===== src/rtl/loop_rep_pkg.sv =====
package loop_rep_pkg;

  typedef enum logic [2:0] {
    ST_OFF,
    ST_ARMED,
    ST_SEEK,
    ST_HUNT,
    ST_WAIT_EOP,
    ST_READY,
    ST_SEND,
    ST_LEAVE
  } loop_state_t;

  function automatic logic inserted(input loop_state_t s);
    return (s == ST_HUNT) || (s == ST_WAIT_EOP) || (s == ST_READY) ||
           (s == ST_SEND) || (s == ST_LEAVE);
  endfunction

endpackage


===== src/rtl/ones_run_tracker.sv =====
module ones_run_tracker #(
  parameter int RUN_LEN = 7,
  localparam int CNT_W = $clog2(RUN_LEN + 1)
) (
  input  logic clk,
  input  logic rst,
  input  logic bit_en,
  input  logic rx,
  input  logic clr,
  output logic run_done,
  output logic flag_hit,
  output logic eop_hit
);

  localparam logic [CNT_W-1:0] SAT_VAL  = CNT_W'(RUN_LEN);
  localparam logic [CNT_W-1:0] EDGE_VAL = CNT_W'(RUN_LEN - 1);

  logic [CNT_W-1:0] ones_q;
  logic             after_zero_q;
  logic             at_edge;

  always_ff @(posedge clk) begin
    if (rst) begin
      ones_q       <= '0;
      after_zero_q <= 1'b0;
    end else if (clr) begin
      ones_q       <= '0;
      after_zero_q <= 1'b0;
    end else if (bit_en) begin
      if (rx) begin
        if (ones_q != SAT_VAL) ones_q <= ones_q + 1'b1;
      end else begin
        ones_q       <= '0;
        after_zero_q <= 1'b1;
      end
    end
  end

  // six 1s held, current bit decides: 1 completes a run, 0 closes a flag
  assign at_edge  = bit_en && (ones_q == EDGE_VAL);
  assign run_done = at_edge && rx;
  assign eop_hit  = at_edge && rx && after_zero_q;
  assign flag_hit = at_edge && !rx && after_zero_q;

endmodule


===== src/rtl/loop_ctrl_fsm.sv =====
module loop_ctrl_fsm
  import loop_rep_pkg::*;
(
  input  logic clk,
  input  logic rst,
  input  logic bit_en,
  input  logic rx,
  input  logic loop_en,
  input  logic go_active,
  input  logic local_last,
  input  logic run_done,
  input  logic flag_hit,
  input  logic eop_hit,
  output logic cnt_clr,
  output logic convert,
  output logic on_loop,
  output logic loop_sending,
  output logic hunt,
  output logic brk_abort
);

  loop_state_t state_q, state_n;
  logic        mark_ev;
  logic        hunt_n, brk_n;

  always_comb begin
    state_n = state_q;
    cnt_clr = 1'b0;
    mark_ev = 1'b0;
    convert = 1'b0;
    unique case (state_q)
      ST_OFF: begin
        if (loop_en) state_n = ST_ARMED;
      end
      ST_ARMED: begin
        if (!loop_en) state_n = ST_OFF;
        else if (go_active) begin
          state_n = ST_SEEK;
          cnt_clr = 1'b1;
        end
      end
      ST_SEEK: begin
        if (!loop_en) state_n = ST_OFF;
        else if (!go_active) state_n = ST_ARMED;
        else if (run_done) begin
          state_n = ST_HUNT;
          mark_ev = 1'b1;
        end
      end
      ST_HUNT: begin
        if (!loop_en) begin
          state_n = ST_LEAVE;
          cnt_clr = 1'b1;
        end else if (flag_hit) state_n = ST_WAIT_EOP;
      end
      ST_WAIT_EOP: begin
        if (!loop_en) begin
          state_n = ST_LEAVE;
          cnt_clr = 1'b1;
        end else if (eop_hit) state_n = ST_READY;
      end
      ST_READY: begin
        if (!loop_en) begin
          state_n = ST_LEAVE;
          cnt_clr = 1'b1;
        end else if (go_active && eop_hit) begin
          state_n = ST_SEND;
          mark_ev = 1'b1;
          convert = 1'b1;
        end
      end
      ST_SEND: begin
        if (bit_en && local_last) begin
          if (loop_en) state_n = ST_READY;
          else begin
            state_n = ST_LEAVE;
            cnt_clr = 1'b1;
          end
        end
      end
      ST_LEAVE: begin
        if (run_done) begin
          state_n = ST_OFF;
          mark_ev = 1'b1;
        end
      end
      default: state_n = ST_OFF;
    endcase
  end

  always_comb begin
    brk_n = brk_abort;
    if (bit_en && !rx) brk_n = 1'b0;
    if (mark_ev)       brk_n = 1'b1;
    hunt_n = hunt;
    if (flag_hit)      hunt_n = 1'b0;
    if (mark_ev)       hunt_n = 1'b1;
  end

  always_ff @(posedge clk) begin
    if (rst) begin
      state_q      <= ST_OFF;
      on_loop      <= 1'b0;
      loop_sending <= 1'b0;
      hunt         <= 1'b0;
      brk_abort    <= 1'b0;
    end else begin
      state_q      <= state_n;
      on_loop      <= inserted(state_n);
      loop_sending <= (state_n == ST_SEND);
      hunt         <= hunt_n;
      brk_abort    <= brk_n;
    end
  end

endmodule


===== src/rtl/line_delay_path.sv =====
module line_delay_path (
  input  logic clk,
  input  logic rst,
  input  logic bit_en,
  input  logic line_rx,
  input  logic local_tx,
  input  logic sending,
  input  logic convert,
  input  logic insert,
  output logic line_tx
);

  logic stage_q;

  always_ff @(posedge clk) begin
    if (rst) stage_q <= 1'b0;
    else if (bit_en) begin
      if (sending)      stage_q <= local_tx;
      else if (convert) stage_q <= 1'b0;
      else              stage_q <= line_rx;
    end
  end

  // bypass keeps the uninserted path free of any register
  assign line_tx = insert ? stage_q : line_rx;

endmodule


===== src/rtl/loop_repeater.sv =====
module loop_repeater #(
  parameter int RUN_LEN = 7
) (
  input  logic clk,
  input  logic rst,
  input  logic bit_en,
  input  logic line_rx,
  input  logic local_tx,
  input  logic local_last,
  input  logic loop_en,
  input  logic go_active,
  output logic line_tx,
  output logic on_loop,
  output logic loop_sending,
  output logic hunt,
  output logic brk_abort
);

  logic run_done, flag_hit, eop_hit;
  logic cnt_clr, convert;

  ones_run_tracker #(.RUN_LEN(RUN_LEN)) u_run (
    .clk      (clk),
    .rst      (rst),
    .bit_en   (bit_en),
    .rx       (line_rx),
    .clr      (cnt_clr),
    .run_done (run_done),
    .flag_hit (flag_hit),
    .eop_hit  (eop_hit)
  );

  loop_ctrl_fsm u_fsm (
    .clk          (clk),
    .rst          (rst),
    .bit_en       (bit_en),
    .rx           (line_rx),
    .loop_en      (loop_en),
    .go_active    (go_active),
    .local_last   (local_last),
    .run_done     (run_done),
    .flag_hit     (flag_hit),
    .eop_hit      (eop_hit),
    .cnt_clr      (cnt_clr),
    .convert      (convert),
    .on_loop      (on_loop),
    .loop_sending (loop_sending),
    .hunt         (hunt),
    .brk_abort    (brk_abort)
  );

  line_delay_path u_path (
    .clk      (clk),
    .rst      (rst),
    .bit_en   (bit_en),
    .line_rx  (line_rx),
    .local_tx (local_tx),
    .sending  (loop_sending),
    .convert  (convert),
    .insert   (on_loop),
    .line_tx  (line_tx)
  );

endmodule


===== config.mk =====
export PLATFORM = sky130hd
export DESIGN_NAME = loop_repeater
export DESIGN_NICKNAME = d
export VERILOG_FILES = /design/src/rtl/loop_rep_pkg.sv /design/src/rtl/ones_run_tracker.sv /design/src/rtl/loop_ctrl_fsm.sv /design/src/rtl/line_delay_path.sv /design/src/rtl/loop_repeater.sv
export SDC_FILE = /design/constraint.sdc
export NUM_CORES = 1
export LEC_CHECK = 0
export ABC_AREA = 1
export CAP_MARGIN = 20
export CORE_MARGIN = 4
export CORE_UTILIZATION = 50
export DETAILED_ROUTE_END_ITERATION = 8
export PLACE_DENSITY = 0.73
export SLEW_MARGIN = 20
export SYNTH_ARGS = -nofsm -noshare
export SYNTH_HDL_FRONTEND = slang
export SYNTH_SLANG_ARGS = --single-unit

===== constraint.sdc =====
create_clock -name clk -period 1.94 [get_ports clk]
set_input_delay 0.194 -clock clk [delete_from_list [all_inputs] [get_ports clk]]
set_output_delay 0.194 -clock clk [all_outputs]
set_load 0.02 [all_outputs]

==> run_results.csv <==
group,metric,value,unit
floorplan,start_util,52.4,%
timing,hold_viol_final,0,
floorplan,fp.dieW,47.7,um
synthesis,synth_fp_nets,139,
synthesis,synth_top_area_share,30.4,%
timing,rsz0062_at_grt,"false",
timing,holdWs,495,ps
detailed_routing,drt_pre_antenna_iters,4,
synthesis,yosys_register_bits,12,
detailed_routing,drt.antenna.violating_nets,0,
clock_tree,postCtsHoldBufs,0,
synthesis,netlist_area,790,um2
global_route,grt_pass1_wl,3260,um
clock_tree,post_cts_buffers,0,
synthesis,synthTopCellsByArea,"dfxtp_1 (30%), nand2_1 (15%), inv_1 (9.0%)",
timing,tightest_slew,348,ps
setup_path,required,2110,ps
place,port-buffer-count,12,
detailed_routing,drc_errors,0,
setup_path,critPathKind,"reg2reg",
finish,area_delta_synth_final,21.2,%
floorplan,coreArea,1510,um2
timing,slew_viol_final,0,
finish,nets,156,
detailed_routing,viasPerCell,5.17,
timing,maxSlewHeadroom,76.6,%
clock_tree,cts_made_buffers,3,
clock_tree,cts-htree-levels,1,
finish,diodes,0,
detailed_routing,drt_iter0_drc,27,
global_route,grt_max_degree,9,
synthesis,ys_seq_area_share,30.4,%
clock_tree,cts_resized,0,
timing,fin_tns_setup,0,ps
min_path,min_path_type,"reg2reg",
setup_path,critPathArrivalTime,1790,ps
place,dp.final_hpwl,1500,um
setup_path,crit_path_end_kind,"flip-flop",
timing,fin_crit_sh,83.8,%
finish,utilization,63.5,%
timing,setup_violations,0,
timing,finalCriticalPeriod,1630,ps
place,gp_congestion,0.914,
finish,fillers,158,
finish,multiInputGateArea,465,um2
run,maxCapViolCount,0,
global_route,overflow,0,
power_and_ir_drop,p_per_area,509,nW/um2
global_route,grt_pass1_vias,801,
run_status,status,"complete, no violations",
detailed_routing,via_count,822,
synthesis,syn_avg_cell_area,6.17,um2
floorplan,fp-row-count,14,
floorplan,fp.dieArea,2280,um2
global_route,antenna_found_initial,0,
synthesis,netlist_instances,128,
finish,seqCellArea,240,um2
timing,fin_skew,10.1,ps
clock_tree,clk_latency,280,ps
detailed_routing,wl_per_cell,11.6,um
floorplan,die-height,47.7,um
finish,drive_above_1_share,9.79,%
setup_path,cp_max_fo,4,
synthesis,yosysWarnings,0,
detailed_routing,wl,1850,um
power_and_ir_drop,power.leakage,0.460,nW
power_and_ir_drop,vdd_drop_max,327,uV
synthesis,synthDistinctLibCells,21,
floorplan,io_pins,13,
setup_path,start_kind,"flip-flop",
clock_tree,cts_tree,"built",
global_route,track_usage,20.9,%
timing,max_freq,615,MHz
clock_tree,clk_pin_slew_worst_paths,70,ps
clock_tree,cts_buffer_depth,2,
clock_tree,clock_sinks,12,
clock_tree,cts-root-buf,"clkbuf_4",
synthesis,yosysTopAreaCell,"dfxtp_1",
[kinds of logic after synthesis]
family	Yosys count	share of synthesized area, %
flip-flops	12	30.4
adder cells (fa/ha/maj)	3	4.75
buffers and inverters	22	10.6
AO/OA/AOI/OAI	19	13.2
AND/OR/NAND/NOR	72	41.0
[flip-flops by register name, indices dropped and copies added, names as in the netlist]
name / cells
u_fsm.on_loop: 1
u_fsm.state_q: 3
u_path.stage_q: 1
u_fsm.loop_sending: 1
u_run.ones_q: 3
u_run.after_zero_q: 1
u_fsm.hunt: 1
u_fsm.brk_abort: 1
[where the power goes]
part | total, mW | internal [mW] | switching, mW
Clock | 0.153 | 0.0720 | 0.0806
Combinational | 0.0727 | 0.0318 | 0.0409
Sequential | 0.262 | 0.254 | 0.00769
Total | 0.487 | 0.358 | 0.129
[per-stage QoR]
| step | setup slack, ps | power [mW] | cell area [um2] | instances |
|---|---|---|---|---|
| after floorplan | 586 | 0.306 | 790 | 128 |
| after global placement | 97.2 | 0.338 | 932 | 156 |
| after detailed placement | 63.4 | 0.339 | 932 | 156 |
| after CTS | 72.6 | 0.495 | 955 | 159 |
| after global routing | 64.8 | 0.520 | 957 | 159 |
| final | 313 | 0.487 | 957 | 159 |
[cell type report]
type / instances / area share [%]
inverters: 21 / 8.24
multi-input cells: 94 / 48.6
clock buffers: 3 / 2.35
well taps: 16 / 2.09
repair buffers: 13 / 13.6
flip-flops and latches: 12 / 25.1
[cells in the mapped netlist]
master / n
a211oi_1: 1
a21oi_1: 7
a21oi_2: 1
and2_1: 1
buf_2: 1
dfxtp_1: 12
ha_1: 3
inv_1: 19
inv_2: 2
nand2_1: 32
nand2_2: 2
nand3_1: 11
nand4_1: 2
nor2_1: 14
nor2_2: 2
nor2_4: 1
nor3_1: 5
nor3_2: 1
o21a_1: 1
o21ai_0: 9
or2_2: 1
[critical path, stage by stage (launching register included)]
cell and delay [ps]:
dfxtp_1 320, inv_1 90, ha_1 160, nand2_1 120, nor2_4 170, inv_2 60
nand2_2 70, nand2_1 60, nor3_2 170, nand3_1 130, and2_1 160
[routing by layer]
layer	track usage, %	wire length (um)	vias to the layer above	part of all wire [%]
met5	0	0	-	0
li1	-	-	438	-
met4	12.9	43	0	2.3
met1	27.9	908	354	49
met3	4.89	106	6	5.7
met2	30.1	791	24	43
[cells in the final DEF (no fill, tap or decap)]
| cell | instances |
|---|---|
| nand2_1 | 32 |
| inv_1 | 19 |
| nor2_1 | 14 |
| dfxtp_1 | 12 |
| nand3_1 | 11 |
| clkdlybuf4s50_1 | 11 |
| o21ai_0 | 9 |
| a21oi_1 | 7 |
| nor3_1 | 5 |
| ha_1 | 3 |
| clkbuf_4 | 3 |
| nand4_1 | 2 |
| nand2_2 | 2 |
| inv_2 | 2 |
| nor2_2 | 2 |
| nor2_4 | 1 |
| nor3_2 | 1 |
| a21oi_2 | 1 |
| and2_1 | 1 |
| or2_2 | 1 |
| o21a_1 | 1 |
| a211oi_1 | 1 |
| dlymetal6s2s_1 | 1 |
| buf_4 | 1 |
[worst paths after layout]
path              startpoint          endpoint  slack (ps)  cells past startpoint
min          u_run.ones_q[2]   u_run.ones_q[2]         490                      2
max          u_run.ones_q[0]  u_fsm.state_q[0]         310                     10
max reg2reg  u_run.ones_q[0]  u_fsm.state_q[0]         310                     10
min reg2reg  u_run.ones_q[2]   u_run.ones_q[2]         490                      2
Power figures use the tool's default switching activity.
